==> config.mk <==
export PLATFORM = sky130hd
export DESIGN_NAME = serial_audio_rx
export DESIGN_NICKNAME = d
export VERILOG_FILES = /design/src/rtl/sar_pkg.sv /design/src/rtl/sar_edge_sync.sv /design/src/rtl/sar_frame_track.sv /design/src/rtl/sar_word_shift.sv /design/src/rtl/serial_audio_rx.sv
export SDC_FILE = /design/constraint.sdc
export NUM_CORES = 1
export LEC_CHECK = 0
export BUFFER_PORTS_ARGS = -buffer_cell sky130_fd_sc_hd__clkbuf_2
export CORE_AREA = 2 2 145 147
export CTS_CLUSTER_DIAMETER = 150
export DETAILED_ROUTE_END_ITERATION = 8
export DIE_AREA = 0 0 147 149
export GPL_TIMING_DRIVEN = 0
export SYNTH_ARGS = -nofsm -noshare
export SYNTH_HDL_FRONTEND = slang
export SYNTH_SLANG_ARGS = --single-unit
==> constraint.sdc <==
create_clock -name clk -period 9.5 [get_ports clk]
set_input_delay 0.475 -clock clk [delete_from_list [all_inputs] [get_ports clk]]
set_output_delay 0.475 -clock clk [all_outputs]
set_load 0.03 [all_outputs]
==> src/rtl/sar_pkg.sv <==
// Shared types for the serial audio receiver.
// Holds the format codes and helpers that decode the right-justified widths.
package sar_pkg;

    typedef enum logic [2:0] {
        FMT_I2S  = 3'd0,
        FMT_LJ   = 3'd1,
        FMT_TDM  = 3'd2,
        FMT_RJ24 = 3'd3,
        FMT_RJ20 = 3'd4,
        FMT_RJ18 = 3'd5,
        FMT_RJ16 = 3'd6,
        FMT_RSV  = 3'd7
    } fmt_e;

    // True for the four right-justified codes.
    function automatic logic is_rj(fmt_e m);
        return (m == FMT_RJ24) || (m == FMT_RJ20) || (m == FMT_RJ18) || (m == FMT_RJ16);
    endfunction

    // Word width carried by a right-justified code.
    function automatic int unsigned rj_width(fmt_e m);
        case (m)
            FMT_RJ20: return 20;
            FMT_RJ18: return 18;
            FMT_RJ16: return 16;
            default:  return 24;
        endcase
    endfunction

endpackage

==> src/rtl/sar_edge_sync.sv <==
// Synchronizes bit clock, frame clock and data into the system clock domain.
// It also flags the selected bit-clock edge.
// Assumes each bit-clock level lasts at least SYNC_STAGES system clocks.
// All three lines go through chains of equal depth, so they stay aligned.
module sar_edge_sync #(
    parameter int SYNC_STAGES = 2
) (
    input  logic clk,
    input  logic rst_n,
    input  logic bclk_i,
    input  logic fs_i,
    input  logic sd_i,
    input  logic bclk_pol,
    output logic samp_edge,
    output logic fs_lvl,
    output logic sd_bit
);
    localparam int SIG_N = 3;

    logic [SIG_N-1:0] raw;
    logic [SIG_N-1:0] synced;
    logic             bclk_q;

    assign raw = {sd_i, fs_i, bclk_i};

    for (genvar s = 0; s < SIG_N; s++) begin : g_sync
        logic [SYNC_STAGES-1:0] ch;
        // Shift chain that moves one line into the system clock domain.
        always_ff @(posedge clk) begin
            if (!rst_n) ch <= '0;
            else        ch <= {ch[SYNC_STAGES-2:0], raw[s]};
        end
        assign synced[s] = ch[SYNC_STAGES-1];
    end

    // Delays the synchronized bit clock by one cycle for edge detection.
    always_ff @(posedge clk) begin
        if (!rst_n) bclk_q <= 1'b0;
        else        bclk_q <= synced[0];
    end

    assign samp_edge = bclk_pol ? (bclk_q & ~synced[0]) : (synced[0] & ~bclk_q);
    assign fs_lvl    = synced[1];
    assign sd_bit    = synced[2];

    // a sampling edge can never be flagged on two adjacent cycles.
    a_r8_edge_gap: assert property (@(posedge clk) disable iff (!rst_n)
        samp_edge |=> !samp_edge);

endmodule

==> src/rtl/sar_frame_track.sv <==
// Tracks frame and slot boundaries at each sampling edge.
// It decides when a word starts and when the previous one closes.
// I2S and TDM look at the frame clock one edge late, so their one-bit MSB delay
// uses the same boundary logic as left-justified.
// Assumes SLOT_BITS is a power of two and the configuration is static.
module sar_frame_track
    import sar_pkg::*;
#(
    parameter int SLOT_BITS = 32,
    parameter int MAX_SLOTS = 16,
    parameter int CHAN_W    = 4
) (
    input  logic              clk,
    input  logic              rst_n,
    input  logic              samp_edge,
    input  logic              fs_lvl,
    input  fmt_e              mode,
    input  logic              fs_pol,
    input  logic              tdm16,
    output logic              word_start,
    output logic              word_close,
    output logic [CHAN_W-1:0] close_chan
);
    localparam int POS_W = $clog2(SLOT_BITS);
    localparam logic [CHAN_W-1:0] LAST_WIDE   = CHAN_W'(MAX_SLOTS - 1);
    localparam logic [CHAN_W-1:0] LAST_NARROW = CHAN_W'(MAX_SLOTS / 2 - 1);

    logic              primed, fs_d1, eff_prev, armed, over, cur_chan;
    logic [POS_W-1:0]  bitpos;
    logic [CHAN_W-1:0] slot, last_slot;
    logic              is_tdm, delay1, eff, changed, frame_go, slot_go, boundary;

    // Derives the effective frame level and the boundary events for this edge.
    always_comb begin
        is_tdm    = (mode == FMT_TDM);
        delay1    = (mode == FMT_I2S) || is_tdm;
        eff       = delay1 ? fs_d1 : fs_lvl;
        changed   = primed && (eff != eff_prev);
        frame_go  = is_tdm && changed && (eff == fs_pol);
        slot_go   = is_tdm && primed && armed && !frame_go && (bitpos == '0);
        last_slot = tdm16 ? LAST_WIDE : LAST_NARROW;
        boundary  = samp_edge && (is_tdm ? (frame_go || slot_go) : changed);
    end

    assign word_start = boundary;
    assign word_close = boundary && armed && !(is_tdm && over) && (mode != FMT_RSV);
    assign close_chan = is_tdm ? slot : CHAN_W'(cur_chan);

    // Updates the frame level history, slot position and arming state.
    always_ff @(posedge clk) begin
        if (!rst_n) begin
            primed   <= 1'b0;
            fs_d1    <= 1'b0;
            eff_prev <= 1'b0;
            armed    <= 1'b0;
            over     <= 1'b0;
            cur_chan <= 1'b0;
            bitpos   <= '0;
            slot     <= '0;
        end else if (samp_edge) begin
            fs_d1 <= fs_lvl;
            if (!primed) begin
                primed   <= 1'b1;
                eff_prev <= fs_lvl;
            end else begin
                eff_prev <= eff;
                if (is_tdm) begin
                    if (frame_go) begin
                        armed  <= 1'b1;
                        over   <= 1'b0;
                        slot   <= '0;
                        bitpos <= POS_W'(1);
                    end else begin
                        bitpos <= bitpos + 1'b1;
                        if (slot_go) begin
                            if (slot == last_slot) over <= 1'b1;
                            else                   slot <= slot + 1'b1;
                        end
                    end
                end else if (changed) begin
                    armed    <= 1'b1;
                    cur_chan <= eff ^ fs_pol;
                end
            end
        end
    end

    // nothing can close before the first recording edge has been seen.
    a_r10_no_close_unprimed: assert property (@(posedge clk) disable iff (!rst_n)
        !primed |-> !word_close);

endmodule

==> src/rtl/sar_word_shift.sv <==
// Shift engine shared by every format.
// It collects bits MSB first, then aligns the closed word and registers it as the output.
// Right-justified words keep shifting and take the last W bits. Other formats
// stop counting at DATA_W, so surplus bits are dropped.
module sar_word_shift
    import sar_pkg::*;
#(
    parameter int DATA_W = 24,
    parameter int CHAN_W = 4
) (
    input  logic              clk,
    input  logic              rst_n,
    input  logic              samp_edge,
    input  logic              sd_bit,
    input  logic              word_start,
    input  logic              word_close,
    input  logic [CHAN_W-1:0] close_chan,
    input  fmt_e              mode,
    output logic [DATA_W-1:0] smp_data,
    output logic [CHAN_W-1:0] smp_chan,
    output logic              smp_valid
);
    localparam int CNT_W = $clog2(DATA_W + 1);
    localparam logic [CNT_W-1:0] FULL = CNT_W'(DATA_W);

    logic [DATA_W-1:0] sh, mask, aligned;
    logic [CNT_W-1:0]  nbits, eff_n, pad;
    logic              rj;

    // Works out the word width and left-aligns the collected bits.
    always_comb begin
        rj      = is_rj(mode);
        eff_n   = rj ? CNT_W'(rj_width(mode)) : nbits;
        pad     = FULL - eff_n;
        mask    = {DATA_W{1'b1}} >> pad;
        aligned = (sh & mask) << pad;
    end

    // Shifts in one bit per sampling edge and restarts on a word boundary.
    always_ff @(posedge clk) begin
        if (!rst_n) begin
            sh    <= '0;
            nbits <= '0;
        end else if (samp_edge) begin
            if (word_start) begin
                sh    <= DATA_W'(sd_bit);
                nbits <= CNT_W'(1);
            end else if (rj) begin
                sh <= {sh[DATA_W-2:0], sd_bit};
            end else if (nbits < FULL) begin
                sh    <= {sh[DATA_W-2:0], sd_bit};
                nbits <= nbits + 1'b1;
            end
        end
    end

    // Registers the closed word and pulses the strobe.
    always_ff @(posedge clk) begin
        if (!rst_n) begin
            smp_data  <= '0;
            smp_chan  <= '0;
            smp_valid <= 1'b0;
        end else begin
            smp_valid <= word_close;
            if (word_close) begin
                smp_data <= aligned;
                smp_chan <= close_chan;
            end
        end
    end

    // the strobe never lasts two cycles.
    a_r9_single_pulse: assert property (@(posedge clk) disable iff (!rst_n)
        smp_valid |=> !smp_valid);

    // a 16-bit right-justified word is padded with zeros below its LSB.
    a_r4_rj16_pad: assert property (@(posedge clk) disable iff (!rst_n)
        (smp_valid && mode == FMT_RJ16) |-> (smp_data[DATA_W-17:0] == '0));

    // the reserved code never strobes.
    a_r11_reserved_silent: assert property (@(posedge clk) disable iff (!rst_n)
        smp_valid |-> (mode != FMT_RSV));

endmodule

==> src/rtl/serial_audio_rx.sv <==
// Multi-format serial audio receiver: top level.
// Chains synchronizer, boundary tracker and shift engine.
// Assumes the configuration inputs change only while rst_n is low.
module serial_audio_rx
    import sar_pkg::*;
#(
    parameter int DATA_W      = 24,
    parameter int SLOT_BITS   = 32,
    parameter int MAX_SLOTS   = 16,
    parameter int SYNC_STAGES = 2
) (
    input  logic                         clk,
    input  logic                         rst_n,
    input  logic [2:0]                   cfg_mode,
    input  logic                         cfg_fs_pol,
    input  logic                         cfg_bclk_pol,
    input  logic                         cfg_tdm16,
    input  logic                         bclk_i,
    input  logic                         fsync_i,
    input  logic                         sdata_i,
    output logic [DATA_W-1:0]            smp_data,
    output logic [$clog2(MAX_SLOTS)-1:0] smp_chan,
    output logic                         smp_valid
);
    localparam int CHAN_W = $clog2(MAX_SLOTS);

    fmt_e              mode;
    logic              samp_edge, fs_lvl, sd_bit;
    logic              word_start, word_close;
    logic [CHAN_W-1:0] close_chan;

    assign mode = fmt_e'(cfg_mode);

    sar_edge_sync #(.SYNC_STAGES(SYNC_STAGES)) u_sync (
        .clk       (clk),
        .rst_n     (rst_n),
        .bclk_i    (bclk_i),
        .fs_i      (fsync_i),
        .sd_i      (sdata_i),
        .bclk_pol  (cfg_bclk_pol),
        .samp_edge (samp_edge),
        .fs_lvl    (fs_lvl),
        .sd_bit    (sd_bit)
    );

    sar_frame_track #(.SLOT_BITS(SLOT_BITS), .MAX_SLOTS(MAX_SLOTS), .CHAN_W(CHAN_W)) u_track (
        .clk        (clk),
        .rst_n      (rst_n),
        .samp_edge  (samp_edge),
        .fs_lvl     (fs_lvl),
        .mode       (mode),
        .fs_pol     (cfg_fs_pol),
        .tdm16      (cfg_tdm16),
        .word_start (word_start),
        .word_close (word_close),
        .close_chan (close_chan)
    );

    sar_word_shift #(.DATA_W(DATA_W), .CHAN_W(CHAN_W)) u_shift (
        .clk        (clk),
        .rst_n      (rst_n),
        .samp_edge  (samp_edge),
        .sd_bit     (sd_bit),
        .word_start (word_start),
        .word_close (word_close),
        .close_chan (close_chan),
        .mode       (mode),
        .smp_data   (smp_data),
        .smp_chan   (smp_chan),
        .smp_valid  (smp_valid)
    );

    // outside TDM only channels 0 and 1 appear.
    a_r5_two_chan: assert property (@(posedge clk) disable iff (!rst_n)
        (smp_valid && mode != FMT_TDM) |-> (smp_chan <= CHAN_W'(1)));

    // an 8-slot frame never reports a slot above 7.
    a_r7_slot_limit: assert property (@(posedge clk) disable iff (!rst_n)
        (smp_valid && mode == FMT_TDM && !cfg_tdm16) |-> (smp_chan < CHAN_W'(MAX_SLOTS / 2)));

    // the first cycle out of reset shows quiet outputs.
    a_r10_quiet_after_reset: assert property (@(posedge clk) disable iff (!rst_n)
        $rose(rst_n) |-> (!smp_valid && smp_data == '0 && smp_chan == '0));

endmodule

After elaboration in Yosys (flattened, before gate mapping)
Cells that the tools add are included.
- input bits: 11
- word-level logic and storage cells: 100
- bits in registers: 80
- equality and inequality tests: 12
- shifts and indexed selects: 2
- bitwise operators: 7
- magnitude comparators: 1
- add/sub/neg operators: 4
- reduce and logical (&&, ||, !) cells: 33
- multiplexer cells: 24
- operators with widths (cell ; count):
    $mux 24 ; 3
    $mux 5 ; 5
    $and 24x24->24 ; 1
    $shl 24x5->24 ; 1
    $shr 24x5->24 const A ; 1
    $mux 4 ; 5
    $logic_and 1x1->1 ; 12
    $pmux 4 s3 ; 1
    $add 5x1->5 const B ; 2
    $mux 1 ; 10
    $reduce_and 5->1 ; 2
    $eq 3x3->1 const B ; 3
    $reduce_and 4->1 ; 2
    $reduce_bool 2->1 ; 4
    $eq 3x2->1 const B ; 2
    $reduce_and 3->1 ; 2
    $logic_not 5->1 ; 1
    $logic_or 1x1->1 ; 5
    $lt 5x5->1 const B ; 1
    $sub 5x5->5 const A ; 1
    $add 4x1->4 const B ; 1
    $eq 4x4->1 ; 1
    $ne 2x2->1 const B ; 2
    $logic_not 3->1 ; 1
    10 further kinds ; 14

Longest topological paths before layout
- depth after elaboration: 16
- gate-level depth with buffers: 19
- depth with buffers taken out: 13

Modules after synthesis
A second synthesis with hierarchy kept.
- cell total of the unflattened synthesis: 660
- area total of the unflattened synthesis: 5336.4 um^2
- modules (own cells, without submodules) (module ; times used ; cells each ; area each (um^2) ; seq. area each (um^2)):
    sar_word_shift ; 1 ; 533 ; 4220.3 ; 1161.1
    sar_frame_track ; 1 ; 110 ; 909.6 ; 300.3
    sar_edge_sync ; 1 ; 17 ; 206.4 ; 140.1

Worst setup path after synthesis
No wires, ideal clock.
- path kind: input port to flip-flop
- start: input port cfg_mode[2]
- end: register u_shift.smp_data[18]
- arrival time: 3.836 ns
- slack: 5.550 ns
- stages on the path: 17
- buffers on the path: 5
- setup time: 0.114 ns
- cell sequence: a21boi_0 nor3_4 inv_1 buf_2 buf_4 buf_4 ha_1 inv_1 ha_1 clkbuf_1 clkbuf_1 o311ai_0 a21oi_1 a211oi_1 a21oi_1 mux4_2 a21o_1
- cells in the longest elaborated chain, start to end: 16
- elaborated cells between the ends (all ways): 36
- classes of those cells: add/sub (1); eq/ne (8); shift (2); mux (4); bitwise (1); reduce/logical (20)
- ends and longest elaborated chain (what ; line ; text):
    start, declared ; serial_audio_rx.sv:14 ; input logic [2:0] cfg_mode,
    branches (longest 16 deep; another with $sub 5x5->5) ; -- ;
    end signal, assigned ; sar_word_shift.sv:66 ; smp_data <= aligned;
    end, declared ; sar_word_shift.sv:19 ; output logic [DATA_W-1:0] smp_data,
Parallel ways; which one is timed is not known.
A chain may end at the register's enable or synchronous reset.

Worst setup path after layout
- start: input port cfg_mode[2]
- end: register u_shift.smp_data[14]
The elaborated chain is that of the path after synthesis.

==> parameters.txt <==
Parameter                              Value

Status
  Result of the run    complete, no violations

Place
  Total placed instance area    5552 um^2
  Worst setup timing slack at the placement stage    ~4.2 ns
  Placed cell count    962
  GPL Wtd Cong    0.9431
  DP Wirelength    between 10000 and 15000 um
  Number of port buffers    39

GRT
  Largest net degree at the start of global routing    13
  Number of antenna violations at the first check in global routing    0
  Number of global-route vias before repair    4766
  Leftover overflow at the end of global routing    0
  Global-route wire length before repair    roughly 26000 um
  Total routing resource utilization after global routing    15.21%

Timing
  Headroom to the max-slew limit    40.40%
  Max Clk Rate    198.5 MHz
  Final Skew    0.006911 ns
  Setup tns final    0 ns
  Worst Slack Setup Final    ~4.5 ns
  Least-Margin Pin Slew    0.8861 ns
  Final Hold Viols    0
  Final critical-path share of the clock period    between 50 and 60%
  Final Max Tran Viols    0
  RSZ-0062 raised after global routing    no
  Number of setup violations in the final report    0
  Post-layout minimum cycle time    5.037 ns
  Worst hold slack    0.3340 ns

Clocking
  Number of buffers inserted for hold repair after clock tree synthesis    0
  Quantity of gates resized following cts    0
  Clock tree root buffer cell    clkbuf_16
  Clock latency on the worst-skew pair    0.35 ns
  Worst-path clk slew    0.06 ns
  CTS sink count    80
  CTS tree    done
  Max Root-Sink Buffers    2
  Number of levels the H-tree was split into    3
  Post-CTS setup repair buffer count    0
  Clock buffer count from CTS    9

Yosys
  Total nets after synthesis    667
  Mean Syn Cell Area    7.735 um^2
  Async S/R FF share, synth    0%
  Count of state elements after synthesis    80
  Warning count from the yosys run    0
  Total standard cell area after synthesis    ~5000 um^2
  Library cell occupying the most area in the post-synthesis netlist    dfxtp_1
  Synth area leaders    dfxtp_1 (32%), nand2_1 (7.9%), a21oi_1 (5.4%)
  Number of enable flip-flop cells after synthesis    0
  Unique cell type count in the Yosys netlist    70
  Post-synthesis instance total    between 600 and 700
  Proportion of netlist area held by the largest area contributor    31.95%
  Main flop type after synthesis    dfxtp_1
  Sequential area share after synthesis    31.95%

Setup path
  Required time at the endpoint of the critical path    9.69 ns
  Critical path start-end classification    input port to flip-flop
  Critical path fanouts, max    10
  Kind of end point of the critical path    flip-flop
  Nature of the critical path startpoint    input port
  Worst EP arrival    between 5 and 6 ns

Route
  Violation count after the first detailed-route iteration    between 400 and 500
  Post-route DRC    0
  Remaining antenna violation count after routing    0
  First drt pass iteration count    6
  Vias per Instance    5.214
  Vias after detailed routing    5094
  WL per Instance    16.71 um
  Post-Route WL    16330 um

Power
  Max rail drop VDD    0.00007679 V
  Static leakage    2.027 nW
  Power density cells    around 130 nW/um^2
  Power consumption    0.7851 mW

Floorplan
  Number of placement rows    53
  Top-level I/O count    40
  Die outline area    ~22000 um^2
  Area inside the core boundary    20560 um^2
  Starting utilization of the core area    24.38%
  DIE HEIGHT    149 um
  Die Width    147 um

Final layout
  Cell area after layout    ~5800 um^2
  NumNets Final    roughly 700
  Final core utilization    28.41%
  Finished Layout Cells    977
  Area growth, synth to finish    16.50%
  Layout cells sized above 1    12.39%
  Antenna diode instance count    0

Job
  Max capacitance violation total    0

Min path
  Class of the tightest hold or removal check    input port to flip-flop
[worst max-delay path: stages]
cell	delay [ns]
clkbuf_2	0.14
a21boi_0	0.73
nor3_4	0.10
inv_1	0.11
buf_2	0.26
buf_4	0.25
buf_4	0.22
ha_1	0.27
inv_1	0.06
ha_1	0.27
clkbuf_1	0.30
clkbuf_1	0.53
clkbuf_1	0.45
clkbuf_1	0.44
a211oi_1	0.17
o21ai_0	0.27
o311ai_0	0.17
[metal layers]
layer,vias up,global-route usage (%),part of all wire [%]
met5,-,0,0
met4,0,5.529,2.6
met3,27,3.425,6.0
met2,167,24.60,46
met1,2403,19.97,46
li1,2497,-,-
[area by class of cell]
cell class | instances | area, um^2
plain buffers | 46 | 201.4
flip-flops and latches | 80 | 1602
clock inverters | 4 | 45.04
multi-input cells | 505 | 3146
repair buffers | 39 | 195.2
well taps | 275 | 344.1
inverters | 17 | 63.81
fillers | 2267 | 14720
clock buffers | 11 | 242.7
[path summary, 6_finish.rpt]
kind | start | endpoint | slack (ns) | cells past startpoint
worst min-delay path | bclk_i | u_sync.g_sync[0].ch[0]$_SDFF_PN0_ | 0.33 | 2
worst max register to register | u_shift.nbits[0]$_SDFFE_PN0P_ | u_shift.smp_data[14]$_SDFFE_PN0P_ | 4.75 | 17
worst max-delay path | cfg_mode[2] | u_shift.smp_data[14]$_SDFFE_PN0P_ | 4.46 | 17
worst min register to register | u_sync.g_sync[2].ch[0]$_SDFF_PN0_ | u_sync.g_sync[2].ch[1]$_SDFF_PN0_ | 0.43 | 1
[logic make-up (layout without fill, tap and decap cells)]
family          after synthesis  count (layout)  synth area share [%]
fa+ha+maj                     8               8                 1.997
flops                        80              80                 31.95
compound gates              211             211                 28.46
buf+inv                      63             117                 5.292
xor+xnor                      8               8                 1.398
simple gates                254             254                 23.96
mux                          24              24                 6.940
[power by group]
part	total (mW)	internal, mW	leakage (nW)	switching, mW
registers	0.340	0.338	0.646	0.00178
logic	0.103	0.0285	1.24	0.0747
clock network	0.342	0.208	0.145	0.135
total	0.785	0.574	2.03	0.211
[cells in the mapped netlist (4+ instances only)]
cell type	instances
a211oi_1	6
clkbuf_1	36
a31oi_1	9
o2111ai_1	4
o31ai_1	10
xor2_1	7
o211a_1	4
nand2_1	106
nor2b_1	9
a211o_1	4
o21ai_0	37
buf_2	5
and3_1	6
a22oi_1	10
nand3_1	18
nor4_1	5
o211ai_1	13
mux2i_1	10
o311ai_0	4
nor2_1	49
a2bb2oi_1	4
nand4_1	9
inv_1	15
mux2_2	6
mux4_2	8
a21oi_1	54
ha_1	8
nor3_1	14
dfxtp_1	80
a311oi_1	7
nand2b_1	9
and2_1	12
[registers in the layout, indices dropped and copies added (netlist names), 4 cells and up]
name / count
u_shift.nbits: 5
u_shift.smp_data: 24
u_sync.g_sync.ch: 6
u_shift.smp_chan: 4
u_track.slot: 4
u_shift.sh: 24
u_track.bitpos: 5
[placed cells by master (no fill, tap or decap), types with 13 or more instances in the layout]
cell type | synthesis | final
nand2_1 | 106 | 106
dfxtp_1 | 80 | 80
a21oi_1 | 54 | 54
nor2_1 | 49 | 49
clkbuf_2 | 0 | 39
clkbuf_1 | 36 | 37
o21ai_0 | 37 | 37
nand3_1 | 18 | 18
inv_1 | 15 | 15
nor3_1 | 14 | 14
o211ai_1 | 13 | 13
Note: power is estimated with default switching activity, not from simulation.
